## config.mk

```make
export PLATFORM = sky130hd
export DESIGN_NAME = ddr2_xmr_seq
export DESIGN_NICKNAME = d
export VERILOG_FILES = /design/src/rtl/xmr_pkg.sv /design/src/rtl/xmr_cmd_enc.sv /design/src/rtl/xmr_gap_timer.sv /design/src/rtl/xmr_dll_lock.sv /design/src/rtl/ddr2_xmr_seq.sv
export SDC_FILE = /design/constraint.sdc
export NUM_CORES = 1
export LEC_CHECK = 0
export BUFFER_PORTS_ARGS = -buffer_cell sky130_fd_sc_hd__buf_4
export CAP_MARGIN = 20
export CORE_AREA = 2 2 48 50
export CTS_CLUSTER_DIAMETER = 200
export CTS_CLUSTER_SIZE = 30
export DETAILED_ROUTE_END_ITERATION = 7
export DIE_AREA = 0 0 50 52
export PLACE_DENSITY_LB_ADDON = 0.3
export SLEW_MARGIN = 25
export SYNTH_ARGS = -nofsm -noshare
export SYNTH_HDL_FRONTEND = slang
export SYNTH_SLANG_ARGS = --single-unit
```

## constraint.sdc

```tcl
create_clock -name clk -period 1.7 [get_ports clk]
set_input_delay 0.34 -clock clk [delete_from_list [all_inputs] [get_ports clk]]
set_output_delay 0.34 -clock clk [all_outputs]
set_load 0.01 [all_outputs]
```

## src/rtl/xmr_pkg.sv

```systemverilog
package xmr_pkg;

  // A0..A13 on the memory side
  localparam int ADDR_W = 14;
  localparam int BANK_W = 2;
  // address bit carrying the high-temperature self-refresh rate enable
  localparam int HT_BIT = 7;

  typedef enum logic {
    SEL_EXT2 = 1'b0,
    SEL_EXT3 = 1'b1
  } xmr_sel_e;

  typedef enum logic [1:0] {
    DLL_OFF  = 2'd0,
    DLL_LOCK = 2'd1,
    DLL_RDY  = 2'd2
  } dll_state_e;

  typedef struct packed {
    logic              cs_n;
    logic              ras_n;
    logic              cas_n;
    logic              we_n;
    logic [BANK_W-1:0] bank;
    logic [ADDR_W-1:0] addr;
  } xmr_cmd_t;

  localparam xmr_cmd_t CMD_IDLE = '{cs_n: 1'b1, ras_n: 1'b1, cas_n: 1'b1,
                                    we_n: 1'b1, bank: '0, addr: '0};

  function automatic logic [BANK_W-1:0] xmr_bank(input xmr_sel_e sel);
    return (sel == SEL_EXT3) ? 2'b11 : 2'b10;
  endfunction

  function automatic logic [ADDR_W-1:0] xmr_addr(input xmr_sel_e sel,
                                                 input logic hitemp);
    logic [ADDR_W-1:0] a;
    a = '0;
    if (sel == SEL_EXT2) a[HT_BIT] = hitemp;
    return a;
  endfunction

endpackage

```

## src/rtl/xmr_cmd_enc.sv

```systemverilog
module xmr_cmd_enc
  import xmr_pkg::*;
(
  input  logic     sel,
  input  logic     hitemp,
  output xmr_cmd_t cmd
);
  xmr_sel_e sel_e;

  always_comb begin
    sel_e     = xmr_sel_e'(sel);
    cmd       = CMD_IDLE;
    cmd.cs_n  = 1'b0;
    cmd.ras_n = 1'b0;
    cmd.cas_n = 1'b0;
    cmd.we_n  = 1'b0;
    cmd.bank  = xmr_bank(sel_e);
    cmd.addr  = xmr_addr(sel_e, hitemp);
  end
endmodule

```

## src/rtl/xmr_gap_timer.sv

```systemverilog
module xmr_gap_timer #(
  parameter int T_MRD = 2
) (
  input  logic clk,
  input  logic rst_n,
  input  logic start,
  output logic busy
);
  generate
    if (T_MRD <= 1) begin : g_nogap
      assign busy = 1'b0;
    end else begin : g_gap
      localparam int CW = $clog2(T_MRD);
      localparam logic [CW-1:0] LOAD = CW'(T_MRD - 1);
      logic [CW-1:0] cnt;

      always_ff @(posedge clk) begin
        if (!rst_n)          cnt <= '0;
        else if (start)      cnt <= LOAD;
        else if (cnt != '0)  cnt <= cnt - 1'b1;
      end
      assign busy = (cnt != '0);
    end
  endgenerate
endmodule

```

## src/rtl/xmr_dll_lock.sv

```systemverilog
module xmr_dll_lock
  import xmr_pkg::*;
#(
  parameter int LOCK_CYC = 200
) (
  input  logic clk,
  input  logic rst_n,
  input  logic dll_rst,
  input  logic sref_enter,
  input  logic sref_exit,
  output logic rd_ok
);
  localparam int CW = $clog2(LOCK_CYC + 1);
  localparam logic [CW-1:0] LOAD = CW'(LOCK_CYC - 1);

  dll_state_e    st;
  logic [CW-1:0] cnt;
  logic          relock;

  assign relock = dll_rst | sref_exit;

  always_ff @(posedge clk) begin
    if (!rst_n) begin
      st  <= DLL_OFF;
      cnt <= '0;
    end else if (sref_enter) begin
      st  <= DLL_OFF;
      cnt <= '0;
    end else if (relock) begin
      st  <= DLL_LOCK;
      cnt <= LOAD;
    end else if (st == DLL_LOCK) begin
      if (cnt == '0) st  <= DLL_RDY;
      else           cnt <= cnt - 1'b1;
    end
  end

  assign rd_ok = (st == DLL_RDY);
endmodule

```

## src/rtl/ddr2_xmr_seq.sv

```systemverilog
module ddr2_xmr_seq
  import xmr_pkg::*;
#(
  parameter int T_MRD    = 2,
  parameter int LOCK_CYC = 200
) (
  input  logic                clk,
  input  logic                rst_n,
  input  logic                req_valid,
  output logic                req_ready,
  input  logic                req_sel,
  input  logic                req_hitemp,
  input  logic                banks_idle,
  input  logic                cke_high,
  input  logic                dll_rst,
  input  logic                sref_enter,
  input  logic                sref_exit,
  output logic                cs_n,
  output logic                ras_n,
  output logic                cas_n,
  output logic                we_n,
  output logic [BANK_W-1:0]   bank,
  output logic [ADDR_W-1:0]   addr,
  output logic                busy,
  output logic                rd_ok
);
  // named internal events for the checker
  logic     accept;
  logic     cmd_legal;
  xmr_cmd_t enc_cmd;
  xmr_cmd_t cmd_q;

  assign cmd_legal = banks_idle & cke_high;
  assign req_ready = cmd_legal & ~busy;
  assign accept    = req_valid & req_ready;

  xmr_cmd_enc u_enc (
    .sel    (req_sel),
    .hitemp (req_hitemp),
    .cmd    (enc_cmd)
  );

  xmr_gap_timer #(.T_MRD(T_MRD)) u_gap (
    .clk   (clk),
    .rst_n (rst_n),
    .start (accept),
    .busy  (busy)
  );

  xmr_dll_lock #(.LOCK_CYC(LOCK_CYC)) u_lock (
    .clk        (clk),
    .rst_n      (rst_n),
    .dll_rst    (dll_rst),
    .sref_enter (sref_enter),
    .sref_exit  (sref_exit),
    .rd_ok      (rd_ok)
  );

  always_ff @(posedge clk) begin
    if (!rst_n)      cmd_q <= CMD_IDLE;
    else if (accept) cmd_q <= enc_cmd;
    else             cmd_q <= CMD_IDLE;
  end

  assign cs_n  = cmd_q.cs_n;
  assign ras_n = cmd_q.ras_n;
  assign cas_n = cmd_q.cas_n;
  assign we_n  = cmd_q.we_n;
  assign bank  = cmd_q.bank;
  assign addr  = cmd_q.addr;
endmodule

```

# == Yosys cells after proc, flatten, opt, wreduce, memory -nomap -nowiden ==
# Index checks and enable logic that the tools add are counted.
# classes
addsub,2
n_mux,11
eq_ne,3
n_bitwise,8
reduce_logical,11
# ops
operator,count
$mux 8,3
$mux 20,1
$reduce_and 2->1,5
$logic_not 8->1,1
$sub 8x1->8 const B,1
$mux 1,7
$reduce_or 3->1,2
$not 1->1,4
$reduce_bool 2->1,2
$and 1x1->1,3
$eq 2x1->1 const B,1
$eq 2x2->1 const B,1
$ne 2x1->1 const B,1
$reduce_or 2->1,1
$or 1x1->1,1
$sub 1x1->1 const B,1
# word_totals
word_cells,47
out_inout_bits,23
in_bits,10
ff_bits,31

# == Longest topological paths before layout ==
# logic_depth
depth_word,5
ltp_mapped,6

# == By module ==
# Synthesis repeated with hierarchy kept, for this count alone.
# unflattened
hier_cells,134
hier_area_um2,1336.3
# by_module_without_submodules
mod,n_inst,cells_per_inst,area_per_inst_um2
ddr2_xmr_seq,1,47,585.6
xmr_dll_lock,1,63,560.5
xmr_cmd_enc,1,22,163.9
xmr_gap_timer,1,2,26.3

# == Worst setup path after synthesis ==
# Ideal clock, no wire load.
# synth_timing
path_kind,register to register
from,reg u_lock.cnt[2]
to,reg u_lock.cnt[7]
path_buffers,2
setup_ps,86
slack_ps,-61
synth_period_minus_slack_ps,1761
arrival_time_ps,1675
path_stages_with_launch,6
path_cell_list,dfxtp_1 -> buf_6 -> or4_4 -> buf_6 -> or4_1 -> a211oi_1
# synth_via
elab_chain_cells,4
elab_cells_between_ends,7
classes_between,1 x add/sub; 1 x eq/ne; 3 x mux; 2 x reduce/logical
# synth_lines
element,line,source
from (decl),xmr_dll_lock.sv:17,logic [CW-1:0] cnt;
from (signal assigned),xmr_dll_lock.sv:34,else cnt <= cnt - 1'b1;
$sub 8x1->8,xmr_dll_lock.sv:34,
$mux 8,xmr_dll_lock.sv:33,if (cnt == '0) st <= DLL_RDY;
$mux 8,xmr_dll_lock.sv:32,end else if (st == DLL_LOCK) begin
$mux 8,xmr_dll_lock.sv:29,end else if (relock) begin
# Several ways; a longest one is shown, not always the timed one. The select of a mux whose other input is x is not followed.
# A chain may end at the register's enable or synchronous reset.

# == Worst setup path after layout ==
# layout_timing
from,reg u_lock.cnt[0]
to,reg u_lock.cnt[1]
# Same word-level chain as after synthesis.

==> results by group <==
Outcome
  – Status: finished clean

STA
  – RSZ-0062 raised after global routing: false
  – Hold Vio Cnt, Final: 0
  – Setup_tns: 0 ps
  – Max Slew Vio Count: 0
  – Final worst-path cycle share: 0.952
  – Final worst slack: 81.5 ps
  – Maximum clock rate: about 0.62 GHz
  – Minimum clock period: 1620 ps
  – Clk_skew: 5.60 ps
  – Final setup fails: 0

Routing
  – DRT Wirelength: between 1500 and 2000 um
  – 1st-iter DRT viols: 13
  – Initial DRT Pass Iterations: 4
  – Detail Route Antenna Nets: 0
  – Vias per cell: slightly below 5
  – Via count: 712
  – Avg WL per Cell: 11.3 um
  – DRC: 0

GRT
  – Met2 Usage GRT: 0.202
  – Grt ovf: 0
  – Met3 usage: 0.0287
  – Vias in the first global route: 621
  – GR Layer Usage met1: 0.159
  – First-pass GRT wire length: 2530 um
  – Largest net degree at the start of global routing: 9
  – Antenna violations before repair: 0
  – Total GRT Usage: 0.131
  – Gr busiest metal: met2

Floorplanning
  – Vert. Die Dim: 52 um
  – Die Span X: 50 um
  – Ports: 33
  – Die area: 2600 um2
  – Row count: 17
  – Starting density of the core: 0.400
  – Core ar.: 2110 um2

Critical path
  – Critical Path AT: 1810 ps
  – Worst setup path endpoint: u_lock.cnt[1]$_SDFFE_PP0P_
  – Crit Path Category: flop to flop
  – Reg2reg setup slack: 80 ps
  – Required time worst endpoint: about 1900 ps
  – Maximum net fanout on the critical path: 6
  – Worst Setup SP: u_lock.cnt[0]$_SDFFE_PP0P_
  – Worst reg2reg endpoint: u_lock.cnt[1]$_SDFFE_PP0P_
  – Worst Setup End Kind: flop
  – RR Startpoint: u_lock.cnt[0]$_SDFFE_PP0P_
  – FF-to-FF path depth: 5
  – Setup crit start kind: flop

Final layout
  – Util after Layout: 0.493
  – Layout area overhead: 23.2%
  – Nets@finish: 131
  – Ant diodes: 0
  – Share of post-route cells with drive strength above 1: 0.347
  – # fillers: 196

Logic synthesis
  – Area contributors post-synth: dfxtp_1 36%, buf_4 14%, ha_1 3.0%
  – Top FF cell, synth: dfxtp_1
  – Post-Syn Area per Cell: between 9 and 10 um2
  – Post-Synthesis Cell Area: 842 um2
  – Asr flop ratio synth: 0
  – Ys Warns: 0
  – Seq/Total Area, Yosys: 0.357
  – Synthesized instance count: 92
  – Post-synthesis cell type count: 36
  – Top cell type's share of synthesized area: 0.357
  – #FFs+latches synth: 15
  – Cell taking the most area after synthesis: dfxtp_1
  – Cell with the most instances after synthesis: buf_4
  – Post-synth top cells: 16 x buf_4, 15 x dfxtp_1, 5 x nor2_1
  – Number of flops mapped to enable cells by yosys: 0

Power
  – Logic pwr share: 0.189
  – Power Density: 683 nW/um2
  – Max IR drop VDD: 0.366 mV
  – Pleak: between 0.4 and 0.5 nW
  – Sequential Power Share: 0.524
  – Sw frac: 0.270
  – P_sw: 0.000191 W
  – Pint: 0.000517 W
  – Clock Power Share: 0.288

Clocking
  – CTS tree: built
  – Deepest clock path buffer count: 2
  – CTS Root Cell: clkbuf_4
  – CTS sink count: 15
  – Clock-pin slew on the worst setup and hold paths: 80 ps
  – Max H-tree Level: 1
  – # hold bufs at CTS: 0
  – Inserted Clock Buffers: 3
  – Clk_lat worst skew: 280 ps

Placement
  – Port bufs: 19
  – Final GP Congestion: 0.778
  – DP HPWL: about 1300 um
  – Dpl ws: -8.14 ps

Job
  – MaxCap Viol Count: 0

Hold path
  – Hold Path Cell Cnt: 2
  – Hold Crit Start: req_sel
  – Min-delay worst type: primary input to flop
==> power by group through the flow <==
stage	Sequential [W]	Clock, W	Combinational [W]
3_5_place_dp	0.000379	0	0.000129
2_1_floorplan	0.000380	0	0.000104
4_1_cts	0.000372	0.000211	0.000129
3_3_place_gp	0.000379	0	0.000127
6_report	0.000371	0.000204	0.000134
5_1_grt	0.000373	0.000227	0.000146
==> worst max-delay path: stages (launching register included) <==
cell and delay, ps:
dfxtp_4 360, inv_1 70, ha_1 170, or3b_4 430, o2111a_1 260, a311oi_1 240
==> cells in the final DEF, fill, tap and decap left out, types with 3 or more instances in the layout <==
cell / synthesis / routed
inv_1: 3 / 3
dfxtp_1: 15 / 14
o31ai_1: 3 / 3
a21oi_1: 4 / 3
conb_1: 1 / 13
nor2_1: 5 / 5
nor2b_1: 3 / 3
o21ai_0: 3 / 3
clkbuf_4: 0 / 3
buf_4: 16 / 29
nor3_1: 3 / 3
==> sequential cells by signal (all words and copies together), names as in the netlist <==
register,count
addr,1
bank,2
u_gap.busy,1
u_lock.st,2
cs_n,1
u_lock.cnt,8
==> worst min path at each step <==
stage	endpoint	slack, ps
after global placement	addr[7]$_SDFF_PP0_	510
after floorplan	addr[7]$_SDFF_PP0_	420
after detailed placement	addr[7]$_SDFF_PP0_	510
after global routing	addr[7]$_SDFF_PP0_	210
after CTS	addr[7]$_SDFF_PP0_	210
final	addr[7]$_SDFF_PP0_	220
==> metal layers <==
metal	vias to the layer above	routed length, um
li1	365	-
met1	327	798
met2	16	757
met3	4	51
met4	0	38
met5	-	0
==> final cells by class <==
type	count	area, um2	share of cell area
multi-input cells	67	443	0.427
well taps	28	35.0	0.0338
clock buffers	4	26.3	0.0253
inverters	3	11.3	0.0109
flip-flops and latches	15	304	0.293
repair buffers	29	218	0.210
==> cell families (layout without fill, tap and decap cells) <==
kind of cell	count (synthesis)	count (layout)	share of synthesized area
compound gates	21	21	0.186
fa+ha+maj	2	2	0.0297
buf+inv	22	36	0.187
flops	15	15	0.357
other cells	1	13	0.00445
simple gates	31	31	0.236
==> timing repair <==
action,in CTS,in global routing
resized for setup,1,4
pin swaps,1,1
setup endpoints to repair,2,3
gates cloned,0,0
setup buffers,0,0
==> stage by stage <==
step / hold WS [ps] / std cells / cell area, um2 / power (W)
floorplan: 416 / 104 / 891 / 0.000484
global placement: 508 / 142 / 997 / 0.000506
detailed placement: 514 / 142 / 997 / 0.000508
CTS: 209 / 146 / 1020 / 0.000711
global route: 205 / 146 / 1040 / 0.000746
finish: 216 / 146 / 1040 / 0.000709
Power figures use the tool's default switching activity.
